File: src/rtl/perm_pkg.sv
package perm_pkg;

    localparam int BYTE_W = 8;
    localparam int NBYTES = 4;
    localparam int WORD_W = BYTE_W * NBYTES;
    localparam int KEY_W  = 2 * WORD_W;

    // Nibble tables, entry n held at bits [4n+3:4n].
    localparam logic [63:0] NIB_TAB0 = 64'hC907_24DE_B56A_1F83;
    localparam logic [63:0] NIB_TAB1 = 64'h43D6_8EB1_A509_72CF;
    localparam logic [63:0] NIB_TAB2 = 64'h25B0_4E1D_FAC3_9768;
    localparam logic [63:0] NIB_TAB3 = 64'hE57A_421D_369C_8BF0;

    function automatic logic [3:0] nib_fwd(input logic [1:0] sel, input logic [3:0] x);
        logic [63:0] tab;
        unique case (sel)
            2'd0: tab = NIB_TAB0;
            2'd1: tab = NIB_TAB1;
            2'd2: tab = NIB_TAB2;
            default: tab = NIB_TAB3;
        endcase
        return tab[{x, 2'b00} +: 4];
    endfunction

    function automatic logic [3:0] nib_inv(input logic [1:0] sel, input logic [3:0] y);
        logic [3:0] r;
        r = 4'd0;
        for (int i = 0; i < 16; i++) begin
            if (nib_fwd(sel, 4'(i)) == y) r = 4'(i);
        end
        return r;
    endfunction

    function automatic logic [BYTE_W-1:0] rotr8(input logic [BYTE_W-1:0] b, input int n);
        return (b >> n) | (b << (BYTE_W - n));
    endfunction

    function automatic logic [BYTE_W-1:0] rotl8(input logic [BYTE_W-1:0] b, input int n);
        return (b << n) | (b >> (BYTE_W - n));
    endfunction

endpackage

File: src/rtl/perm_sbox_layer.sv
module perm_sbox_layer
    import perm_pkg::*;
#(
    parameter bit SECOND  = 1'b0,
    parameter bit INVERSE = 1'b0
) (
    input  logic [WORD_W-1:0] d,
    output logic [WORD_W-1:0] q
);
    localparam logic [1:0] HI_SEL = SECOND ? 2'd2 : 2'd0;
    localparam logic [1:0] LO_SEL = SECOND ? 2'd3 : 2'd1;

    for (genvar i = 0; i < NBYTES; i++) begin : g_byte
        if (INVERSE) begin : g_inv
            assign q[BYTE_W*i+4 +: 4] = nib_inv(HI_SEL, d[BYTE_W*i+4 +: 4]);
            assign q[BYTE_W*i   +: 4] = nib_inv(LO_SEL, d[BYTE_W*i   +: 4]);
        end else begin : g_fwd
            assign q[BYTE_W*i+4 +: 4] = nib_fwd(HI_SEL, d[BYTE_W*i+4 +: 4]);
            assign q[BYTE_W*i   +: 4] = nib_fwd(LO_SEL, d[BYTE_W*i   +: 4]);
        end
    end
endmodule

File: src/rtl/perm_fwd_core.sv
module perm_fwd_core
    import perm_pkg::*;
(
    input  logic [KEY_W-1:0]  key,
    input  logic [WORD_W-1:0] x,
    output logic [WORD_W-1:0] y
);
    logic [NBYTES-1:0][BYTE_W-1:0]   a, c, d, e;
    logic [NBYTES-1:0][BYTE_W-1:0]   b;
    logic [2*NBYTES-1:0][BYTE_W-1:0] kb;

    assign kb = key;

    perm_sbox_layer #(.SECOND(1'b0), .INVERSE(1'b0)) u_lay_a (.d(x), .q(a));

    always_comb begin
        for (int i = 0; i < NBYTES; i++) begin
            b[i] = rotr8(a[i], 2 + i) + kb[i];
        end
        c[0] = b[0] ^ rotr8(b[1], 1) ^ rotr8(b[2], 2) ^ kb[4];
        c[1] = b[1] ^ rotr8(b[2], 4) ^ rotr8(b[3], 5) ^ kb[5];
        c[2] = b[2] ^ rotr8(b[3], 7) ^ rotr8(c[0], 1) ^ kb[6];
        c[3] = b[3] ^ rotr8(c[0], 3) ^ rotr8(c[1], 4) ^ kb[7];
    end

    perm_sbox_layer #(.SECOND(1'b1), .INVERSE(1'b0)) u_lay_c (.d(c), .q(d));

    always_comb begin
        e[0] = d[0] ^ rotr8(d[1], 1) ^ rotr8(d[2], 5) ^ rotr8(d[3], 2);
        e[1] = d[1] ^ rotr8(d[2], 2) ^ rotr8(d[3], 6) ^ rotr8(e[0], 3);
        e[2] = d[2] ^ rotr8(d[3], 3) ^ rotr8(e[0], 7) ^ rotr8(e[1], 4);
        e[3] = d[3] ^ rotr8(e[0], 4) ^ rotr8(e[1], 1) ^ rotr8(e[2], 5);
    end

    assign y = e;
endmodule

File: src/rtl/perm_inv_core.sv
module perm_inv_core
    import perm_pkg::*;
(
    input  logic [KEY_W-1:0]  key,
    input  logic [WORD_W-1:0] y,
    output logic [WORD_W-1:0] x
);
    logic [NBYTES-1:0][BYTE_W-1:0]   e, d, c, b, a;
    logic [2*NBYTES-1:0][BYTE_W-1:0] kb;

    assign kb = key;
    assign e  = y;

    // Unwind the output mixing, last byte first.
    always_comb begin
        d[3] = e[3] ^ rotr8(e[0], 4) ^ rotr8(e[1], 1) ^ rotr8(e[2], 5);
        d[2] = e[2] ^ rotr8(d[3], 3) ^ rotr8(e[0], 7) ^ rotr8(e[1], 4);
        d[1] = e[1] ^ rotr8(d[2], 2) ^ rotr8(d[3], 6) ^ rotr8(e[0], 3);
        d[0] = e[0] ^ rotr8(d[1], 1) ^ rotr8(d[2], 5) ^ rotr8(d[3], 2);
    end

    perm_sbox_layer #(.SECOND(1'b1), .INVERSE(1'b1)) u_lay_c (.d(d), .q(c));

    always_comb begin
        b[3] = c[3] ^ rotr8(c[0], 3) ^ rotr8(c[1], 4) ^ kb[7];
        b[2] = c[2] ^ rotr8(b[3], 7) ^ rotr8(c[0], 1) ^ kb[6];
        b[1] = c[1] ^ rotr8(b[2], 4) ^ rotr8(b[3], 5) ^ kb[5];
        b[0] = c[0] ^ rotr8(b[1], 1) ^ rotr8(b[2], 2) ^ kb[4];
        for (int i = 0; i < NBYTES; i++) begin
            a[i] = rotl8(b[i] - kb[i], 2 + i);
        end
    end

    perm_sbox_layer #(.SECOND(1'b0), .INVERSE(1'b1)) u_lay_a (.d(a), .q(x));
endmodule

File: src/rtl/perm32_keyed.sv
module perm32_keyed
    import perm_pkg::*;
#(
    parameter bit HAS_DECRYPT = 1'b1
) (
    input  logic              clk,
    input  logic              rst_n,
    input  logic              in_valid,
    input  logic              in_decrypt,
    input  logic [WORD_W-1:0] in_word,
    input  logic [KEY_W-1:0]  in_key,
    output logic              out_valid,
    output logic [WORD_W-1:0] out_word
);
    logic              s1_valid;
    logic              s1_dec;
    logic [WORD_W-1:0] s1_word;
    logic [KEY_W-1:0]  s1_key;
    logic [WORD_W-1:0] fwd_word;
    logic [WORD_W-1:0] inv_word;
    logic [WORD_W-1:0] result;

    // Input rank: word, key and direction are captured together.
    always_ff @(posedge clk or negedge rst_n) begin
        if (!rst_n) begin
            s1_valid <= 1'b0;
            s1_dec   <= 1'b0;
            s1_word  <= '0;
            s1_key   <= '0;
        end else begin
            s1_valid <= in_valid;
            if (in_valid) begin
                s1_dec  <= in_decrypt;
                s1_word <= in_word;
                s1_key  <= in_key;
            end
        end
    end

    perm_fwd_core u_fwd (.key(s1_key), .x(s1_word), .y(fwd_word));

    if (HAS_DECRYPT) begin : g_dec
        perm_inv_core u_inv (.key(s1_key), .y(s1_word), .x(inv_word));
    end else begin : g_no_dec
        assign inv_word = fwd_word;
    end

    assign result = s1_dec ? inv_word : fwd_word;

    // Output rank: updated only by a valid word.
    always_ff @(posedge clk or negedge rst_n) begin
        if (!rst_n) begin
            out_valid <= 1'b0;
            out_word  <= '0;
        end else begin
            out_valid <= s1_valid;
            if (s1_valid) out_word <= result;
        end
    end
endmodule

File: config.mk
export PLATFORM = sky130hd
export DESIGN_NAME = perm32_keyed
export DESIGN_NICKNAME = d
export VERILOG_FILES = /design/src/rtl/perm_pkg.sv /design/src/rtl/perm_sbox_layer.sv /design/src/rtl/perm_fwd_core.sv /design/src/rtl/perm_inv_core.sv /design/src/rtl/perm32_keyed.sv
export SDC_FILE = /design/constraint.sdc
export NUM_CORES = 1
export LEC_CHECK = 0
export ABC_AREA = 1
export BUFFER_PORTS_ARGS = -buffer_cell sky130_fd_sc_hd__buf_2
export CAP_MARGIN = 10
export CELL_PAD_IN_SITES_DETAIL_PLACEMENT = 0
export CELL_PAD_IN_SITES_GLOBAL_PLACEMENT = 1
export CORE_MARGIN = 3
export CORE_UTILIZATION = 44
export DETAILED_ROUTE_END_ITERATION = 8
export GPL_ROUTABILITY_DRIVEN = 0
export HOLD_SLACK_MARGIN = 0.03
export PLACE_DENSITY = 0.82
export SETUP_SLACK_MARGIN = 0.1
export SYNTH_ARGS = -nofsm -noshare
export SYNTH_HDL_FRONTEND = slang
export SYNTH_SLANG_ARGS = --single-unit
File: constraint.sdc
create_clock -name clk -period 5.9 [get_ports clk]
set_input_delay 0 -clock clk [delete_from_list [all_inputs] [get_ports clk]]
set_output_delay 0 -clock clk [all_outputs]
set_load 0.01 [all_outputs]
# Word-level counts from Yosys, hierarchy flattened

Index checks and enable logic that the tools add are counted.

Add/sub/neg operators: 8
Multiply operators: 0
Div/mod/pow operators: 0
Magnitude comparators: 0
Eq/ne operators: 228
Shift operators: 16
Multiplexer cells: 241
Bitwise operators: 96
Reduce and logical (&&, ||, !) cells: 12

Operators with widths:

| operator                                                                      | number |
|---|---|
| 64-bit by 7-bit variable part select with 4-bit output (first input constant) | 16 |
| 4-bit two-way mux                                                             | 224 |
| 4-bit == test (first input constant)                                          | 120 |
| 8-bit bitwise XOR                                                             | 48 |
| 3-bit by 4-bit == test with 1-bit output (first input constant)               | 64 |
| 2-bit by 4-bit == test with 1-bit output (first input constant)               | 28 |
| 4-bit by 8-bit bitwise OR with 8-bit output                                   | 9 |
| 1-bit by 4-bit == test with 1-bit output (first input constant)               | 16 |
| 7-bit by 8-bit bitwise OR with 8-bit output                                   | 8 |
| 3-bit by 8-bit bitwise OR with 8-bit output                                   | 7 |
| 5-bit by 8-bit bitwise OR with 8-bit output                                   | 7 |
| 6-bit by 8-bit bitwise OR with 8-bit output                                   | 7 |
| 4-bit zero test                                                               | 12 |
| 8-bit adder                                                                   | 4 |
| 32-bit two-way mux                                                            | 1 |
| 1-bit by 8-bit bitwise OR with 8-bit output                                   | 4 |
| 8-bit subtractor                                                              | 4 |
| 1-bit two-way mux                                                             | 16 |
| 2-bit by 8-bit bitwise OR with 8-bit output                                   | 2 |
| 8-bit by 2-bit bitwise OR with 8-bit output                                   | 1 |
| 8-bit by 3-bit bitwise OR with 8-bit output                                   | 1 |
| 8-bit by 4-bit bitwise OR with 8-bit output                                   | 1 |
| 8-bit by 5-bit bitwise OR with 8-bit output                                   | 1 |

Register bits: 131
Bits in latches: 0
Bits in writable memories: 0
Memory bits (read-only): 0
Input port bits: 100
Output and inout bits: 33
Word-level logic and storage cells: 607
Memories: 0

# Logic depth before layout (Yosys ltp)

Depth after elaboration: 67
Gate-level depth with buffers: 48
Depth with buffers taken out: 47

# Hierarchy

Synthesis repeated with hierarchy kept, for this count alone.

Cell total of the unflattened synthesis: 2862
Area, all modules: 17349.1 sq um

Modules (own cells, without submodules):

| module                                | times used | cells an instance | area an instance (sq um) | seq. area each (sq um) |
|---|---|---|---|---|
| perm32_keyed                          | 1          | 682               | 5590.4                   | 3278.1 |
| perm_fwd_core                         | 1          | 586               | 3340.7                   | 0.0 |
| perm_inv_core                         | 1          | 550               | 3309.4                   | 0.0 |
| perm_sbox_layer (u_fwd.u_lay_c)       | 1          | 317               | 1691.6                   | 0.0 |
| perm_sbox_layer (u_fwd.u_lay_a)       | 1          | 301               | 1510.2                   | 0.0 |
| perm_sbox_layer (g_dec.u_inv.u_lay_c) | 1          | 217               | 967.2                    | 0.0 |
| perm_sbox_layer (g_dec.u_inv.u_lay_a) | 1          | 209               | 939.7                    | 0.0 |

# Worst setup path before layout

No wires, ideal clock.

Path kind: reg-to-reg
From: register s1_word[5]
To: register out_word[1]
Setup time: 0.117 ns
Arrival time: 4.427 ns
Required time: 5.783 ns
Setup slack: 1.356 ns
Stages on the path, launching flop included: 42
Buffers on the path: 0
Clock period less this slack: 4.544 ns
Path through: dfrtp_1 inv_1 nand2_2 nand2_2 inv_2 nand2_2 nand3_1 nand2_4 inv_2 nand2_2 nand2_4 inv_2 nand2_1 nand3_1 nand2_2 xor2_1 or2_1 nand2_2 [6 not listed] nand2_1 a21oi_1 o21bai_1 nand2_1 nand2_1 a21oi_1 nand3b_1 nand2_1 inv_1 nand3_1 nand2_1 nand3_2 nand2_4 nand2_2 a21oi_2 nand2_1 nand3_1 nand2_1

Word-level cells in the longest chain between the ends: 66
Elaborated cells between the ends (all ways): 273
Classes of those cells: 2 x add/sub; 100 x eq/ne; 4 x shift; 105 x mux; 58 x bitwise; 4 x reduce/logical

RTL lines:

| what                                        | line                | RTL |
|---|---|---|
| start, declared                             | perm32_keyed.sv:17  | `logic [WORD_W-1:0] s1_word;` |
| start signal, assigned                      | perm32_keyed.sv:34  | `s1_word <= in_word;` |
| 4-bit by 8-bit bitwise OR with 8-bit output | perm_pkg.sv:35      | `return (b >> n) \| (b << (BYTE_W - n));` |
| 8-bit bitwise XOR (3 in a row)              | perm_inv_core.sv:16 | `d[3] = e[3] ^ rotr8(e[0], 4) ^ rotr8(e[1], 1) ^ rotr8(e[2], 5);` |
| 5-bit by 8-bit bitwise OR with 8-bit output | perm_pkg.sv:35      |  |
| 8-bit bitwise XOR (3 in a row)              | perm_inv_core.sv:17 | `d[2] = e[2] ^ rotr8(d[3], 3) ^ rotr8(e[0], 7) ^ rotr8(e[1], 4);` |
| 6-bit by 8-bit bitwise OR with 8-bit output | perm_pkg.sv:35      |  |
| 8-bit bitwise XOR (3 in a row)              | perm_inv_core.sv:18 | `d[1] = e[1] ^ rotr8(d[2], 2) ^ rotr8(d[3], 6) ^ rotr8(e[0], 3);` |
| 7-bit by 8-bit bitwise OR with 8-bit output | perm_pkg.sv:35      |  |
| 8-bit bitwise XOR (3 in a row)              | perm_inv_core.sv:19 | `d[0] = e[0] ^ rotr8(d[1], 1) ^ rotr8(d[2], 5) ^ rotr8(d[3], 2);` |
| [25 not listed]                             | n/a                 |  |
| 8-bit bitwise XOR (3 in a row)              | perm_inv_core.sv:27 | `b[1] = c[1] ^ rotr8(b[2], 4) ^ rotr8(b[3], 5) ^ kb[5];` |
| 7-bit by 8-bit bitwise OR with 8-bit output | perm_pkg.sv:35      |  |
| 8-bit bitwise XOR (3 in a row)              | perm_inv_core.sv:28 | `b[0] = c[0] ^ rotr8(b[1], 1) ^ rotr8(b[2], 2) ^ kb[4];` |
| 8-bit subtractor                            | perm_inv_core.sv:30 | `a[i] = rotl8(b[i] - kb[i], 2 + i);` |
| 8-bit by 2-bit bitwise OR with 8-bit output | perm_pkg.sv:39      | `return (b << n) \| (b >> (BYTE_W - n));` |
| 2-bit by 4-bit == test with 1-bit output    | perm_pkg.sv:29      | `if (nib_fwd(sel, 4'(i)) == y) r = 4'(i);` |
| 4-bit two-way mux (14 in a row)             | perm_pkg.sv:29      |  |
| 32-bit two-way mux *                        | perm32_keyed.sv:48  | `assign result = s1_dec ? inv_word : fwd_word;` |
| end signal, assigned                        | perm32_keyed.sv:57  | `if (s1_valid) out_word <= result;` |
| end, declared                               | perm32_keyed.sv:13  | `output logic [WORD_W-1:0] out_word` |

Every way passes the cells marked *; elsewhere a longest branch is shown, timed or not.
A chain may end at the register's enable or synchronous reset.

# Worst setup path in the final report

From: register s1_word[13]
To: register out_word[4]

Word-level cells in the longest chain between the ends: 66
Elaborated cells between the ends (all ways): 250
Classes of those cells: 2 x add/sub; 86 x eq/ne; 5 x shift; 91 x mux; 62 x bitwise; 4 x reduce/logical

RTL lines:

| what                                        | line |
|---|---|
| 7-bit by 8-bit bitwise OR with 8-bit output | perm_pkg.sv:35 |
| 8-bit bitwise XOR (2 in a row)              | perm_inv_core.sv:16 |
| 5-bit by 8-bit bitwise OR with 8-bit output | perm_pkg.sv:35 |
| 8-bit bitwise XOR (3 in a row)              | perm_inv_core.sv:17 |
| 6-bit by 8-bit bitwise OR with 8-bit output | perm_pkg.sv:35 |
| 8-bit bitwise XOR (3 in a row)              | perm_inv_core.sv:18 |
| 7-bit by 8-bit bitwise OR with 8-bit output | perm_pkg.sv:35 |
| 8-bit bitwise XOR (3 in a row)              | perm_inv_core.sv:19 |
| [28 not listed]                             | n/a |
| 7-bit by 8-bit bitwise OR with 8-bit output | perm_pkg.sv:35 |
| 8-bit bitwise XOR (3 in a row)              | perm_inv_core.sv:28 |
| 8-bit subtractor                            | perm_inv_core.sv:30 |
| 8-bit by 2-bit bitwise OR with 8-bit output | perm_pkg.sv:39 |
| 4-bit == test                               | perm_pkg.sv:29 |
| 1-bit two-way mux                           | perm_pkg.sv:29 |
| 4-bit two-way mux (14 in a row)             | perm_pkg.sv:29 |
| 32-bit two-way mux *                        | perm32_keyed.sv:48 |

Marked as above.

==> results.md <==
* Worst reg2reg endpoint: out_word[4]
* RSZ-0062 raised after global routing: true
* F_max at 183.5 MHz
* Gr ovfl total at 0
* Synth warn at 0
* Crit path from: s1_word[13]
* Post-synth top area share at 20.71%
* Clock transition at the registers of the reported paths at 0.07 ns
* Main synth FF type: dfrtp_1
* Hold crit path type: primary input to asynchronous set/reset pin
* Die area at 40,780 sq um
* Finished Core Util at 53.42%
* Crit path arrival time at 5.77 ns
* Final hold slack at 0.1975 ns
* Total Wirelength at 61,240 um
* # IOs at 133
* Register bit total from synthesis at 131
* Most frequent cells in the layout: nand2_1, inv_1, nand3_1
* Starting density of the core at 44.74%
* FF-to-FF Start: s1_word[13]
* DR pass1 iterations at 5
* Sequential share of the synthesized area at 19.41%
* Max-cap violations at 0
* Vias in the first global route at 17,150
* Cts bufs inserted at 17
* CTS tree: done
* CP peak stage delay at 0.47 ns
* Crit path top cell by count: nand2_2
* Die H at 201.9 um
* Critical Path Sink: out_word[4]
* Initial antenna violation count at 0
* Crit path time final at 5.448 ns
* Finished Cell Area at 20,170 sq um
* Worst Max-Slew Pin Slew at 1.012 ns
* WL/cell at 17.67 um
* Clock latency on the worst-skew pair at 0.46 ns
* CP max stage cell: dfrtp_2
* Core ar. at 37,760 sq um
* Root buffer cell: clkbuf_16
* Synth Area per Inst at 6.277 sq um
* Synth-to-layout area growth at 19.38%
* Tot GR Track Use at 30.11%
* N_diodes at 0
* Netlist cell types at 55
* Final Setup Violations at 0
* Final Hold Violating Endpoints at 0
* Clk_skew at 0.01126 ns
* Placement Cell Area at 18,130 sq um
* Tcrit/Tclk final at 92.34%
* Htree depth at 4
* Drc violations at 0
* Worst EP required at 6.22 ns
* Fill count at 3,744
* Commonest non-fill, non-tap cell in the layout: nand2_1
* Nets at 3,162
* Status: complete, no violations
* Layout cell share with drive strength beyond 1 at 17.29%
* Number of port buffers at 132
* First-pass GRT wire length at 94,820 um
* Worst rel slew slack at 32.54%
* Fin Setup TNS at 0 ns
* EDFF count, synth at 0
* Cell taking the most area after synthesis: nand2_1
* DP Wirelength at 50,400 um
* Post-synth ARST share at 100.0%
* Crit. End Element: register
* Max FO, Critical Path at 7
* Top post-synthesis cells by area: nand2_1, dfrtp_1, ha_1
* CP Launch Type: register
* Final ANT Viol Nets at 0
* Largest net degree at the start of global routing at 120
* Via count at 17,870
* Die W at 201.9 um
* Row cnt at 71
* Mapped Area at 16,890 sq um
* Synth Instances at 2,691
* Initial DRC count at 1,192
* CTS Buffer Depth at 2
* Syn_nets at 2,909
* Setup CP Type: register to register
* Max-slew violations at 0
* Vias per cell at 5.157
* TritonCTS Sinks at 131
* R2R Setup Slk at 0.45 ns
* Cells on worst reg2reg path at 30
-- worst min-delay path by stage --
stage,cells past startpoint,end,slack [ns]
floorplan,0,out_valid,-0.30
global placement,1,s1_key[14],0.13
detailed placement,1,s1_key[13],0.14
CTS,2,out_word[9],0.23
global route,2,out_word[9],0.27
finish,2,out_word[9],0.20
-- metrics by stage --
| step | setup WS (ns) | std cells |
|---|---|---|
| after floorplan | 1.356 | 2691 |
| after global placement | 0.1885 | 3308 |
| after detailed placement | 0.1019 | 3308 |
| after CTS | 0.1784 | 3437 |
| after global routing | 0.03050 | 3466 |
| final | 0.4518 | 3466 |
-- layer usage --
metal / up-vias / part of all wire [%] / GRT usage [%]
met5: - / 0 / 0
li1: 9014 / - / -
met3: 133 / 4.3 / 3.511
met2: 497 / 49 / 53.32
met4: 0 / 5.6 / 14.85
met1: 8230 / 41 / 36.19
-- cell usage after synthesis (all sizes together) (3+ instances only) --
| library cell | n |
|---|---|
| nand2 | 1034 |
| inv | 356 |
| nand3 | 241 |
| o21ai | 195 |
| dfrtp | 131 |
| xor2 | 131 |
| nor2 | 128 |
| ha | 110 |
| a21oi | 105 |
| xnor2 | 65 |
| clkbuf | 27 |
| or2 | 25 |
| buf | 23 |
| nand3b | 21 |
| mux2 | 15 |
| nand4 | 13 |
| o211ai | 11 |
| nor3 | 9 |
| fa | 8 |
| a31oi | 7 |
| o21bai | 7 |
| o22ai | 6 |
| a211oi | 4 |
| o31ai | 3 |
-- timing repair --
item / 4_1_cts / 5_1_grt
pin swaps: 0 / 12
hold endpoints to repair: 183 / 0
buffers inserted: 0 / 29
resized for setup: 3 / 65
setup endpoints to repair: 2 / 28
hold buffers: 99 / 0
-- state kept, by name (all words and copies together), names as in the netlist --
signal,cells
s1_key,64
out_word,32
s1_word,32
out_valid,1
s1_dec,1
s1_valid,1
-- critical path, delay by kind of cell (launching register included) --
family | cells | cell delay [ns]
fa+ha+maj | 2 | 0.56
flops | 1 | 0.47
simple gates | 12 | 1.33
buf+inv | 5 | 0.53
xor+xnor | 7 | 1.64
compound gates | 4 | 0.74
-- cell families after synthesis --
kind of cell,share of synthesized area [%]
simple gates,38.36
mux,1.118
buf+inv,9.533
xor+xnor,11.30
fa+ha+maj,9.096
flops,19.41
compound gates,11.19
-- area by class of cell --
type | count | area, sq um | share of cell area [%]
multi-input combinational | 2152 | 12180 | 60.41
sequential | 131 | 3304 | 16.39
timing repair buffer | 284 | 2087 | 10.35
inverter | 358 | 1376 | 6.825
tap | 511 | 639.4 | 3.170
clock buffer | 21 | 470.5 | 2.333
clock inverter | 9 | 106.4 | 0.5274
Power is left out: the tool's default activity adds up to more than one toggle a clock period on the data nets, which glitch-free logic cannot reach.
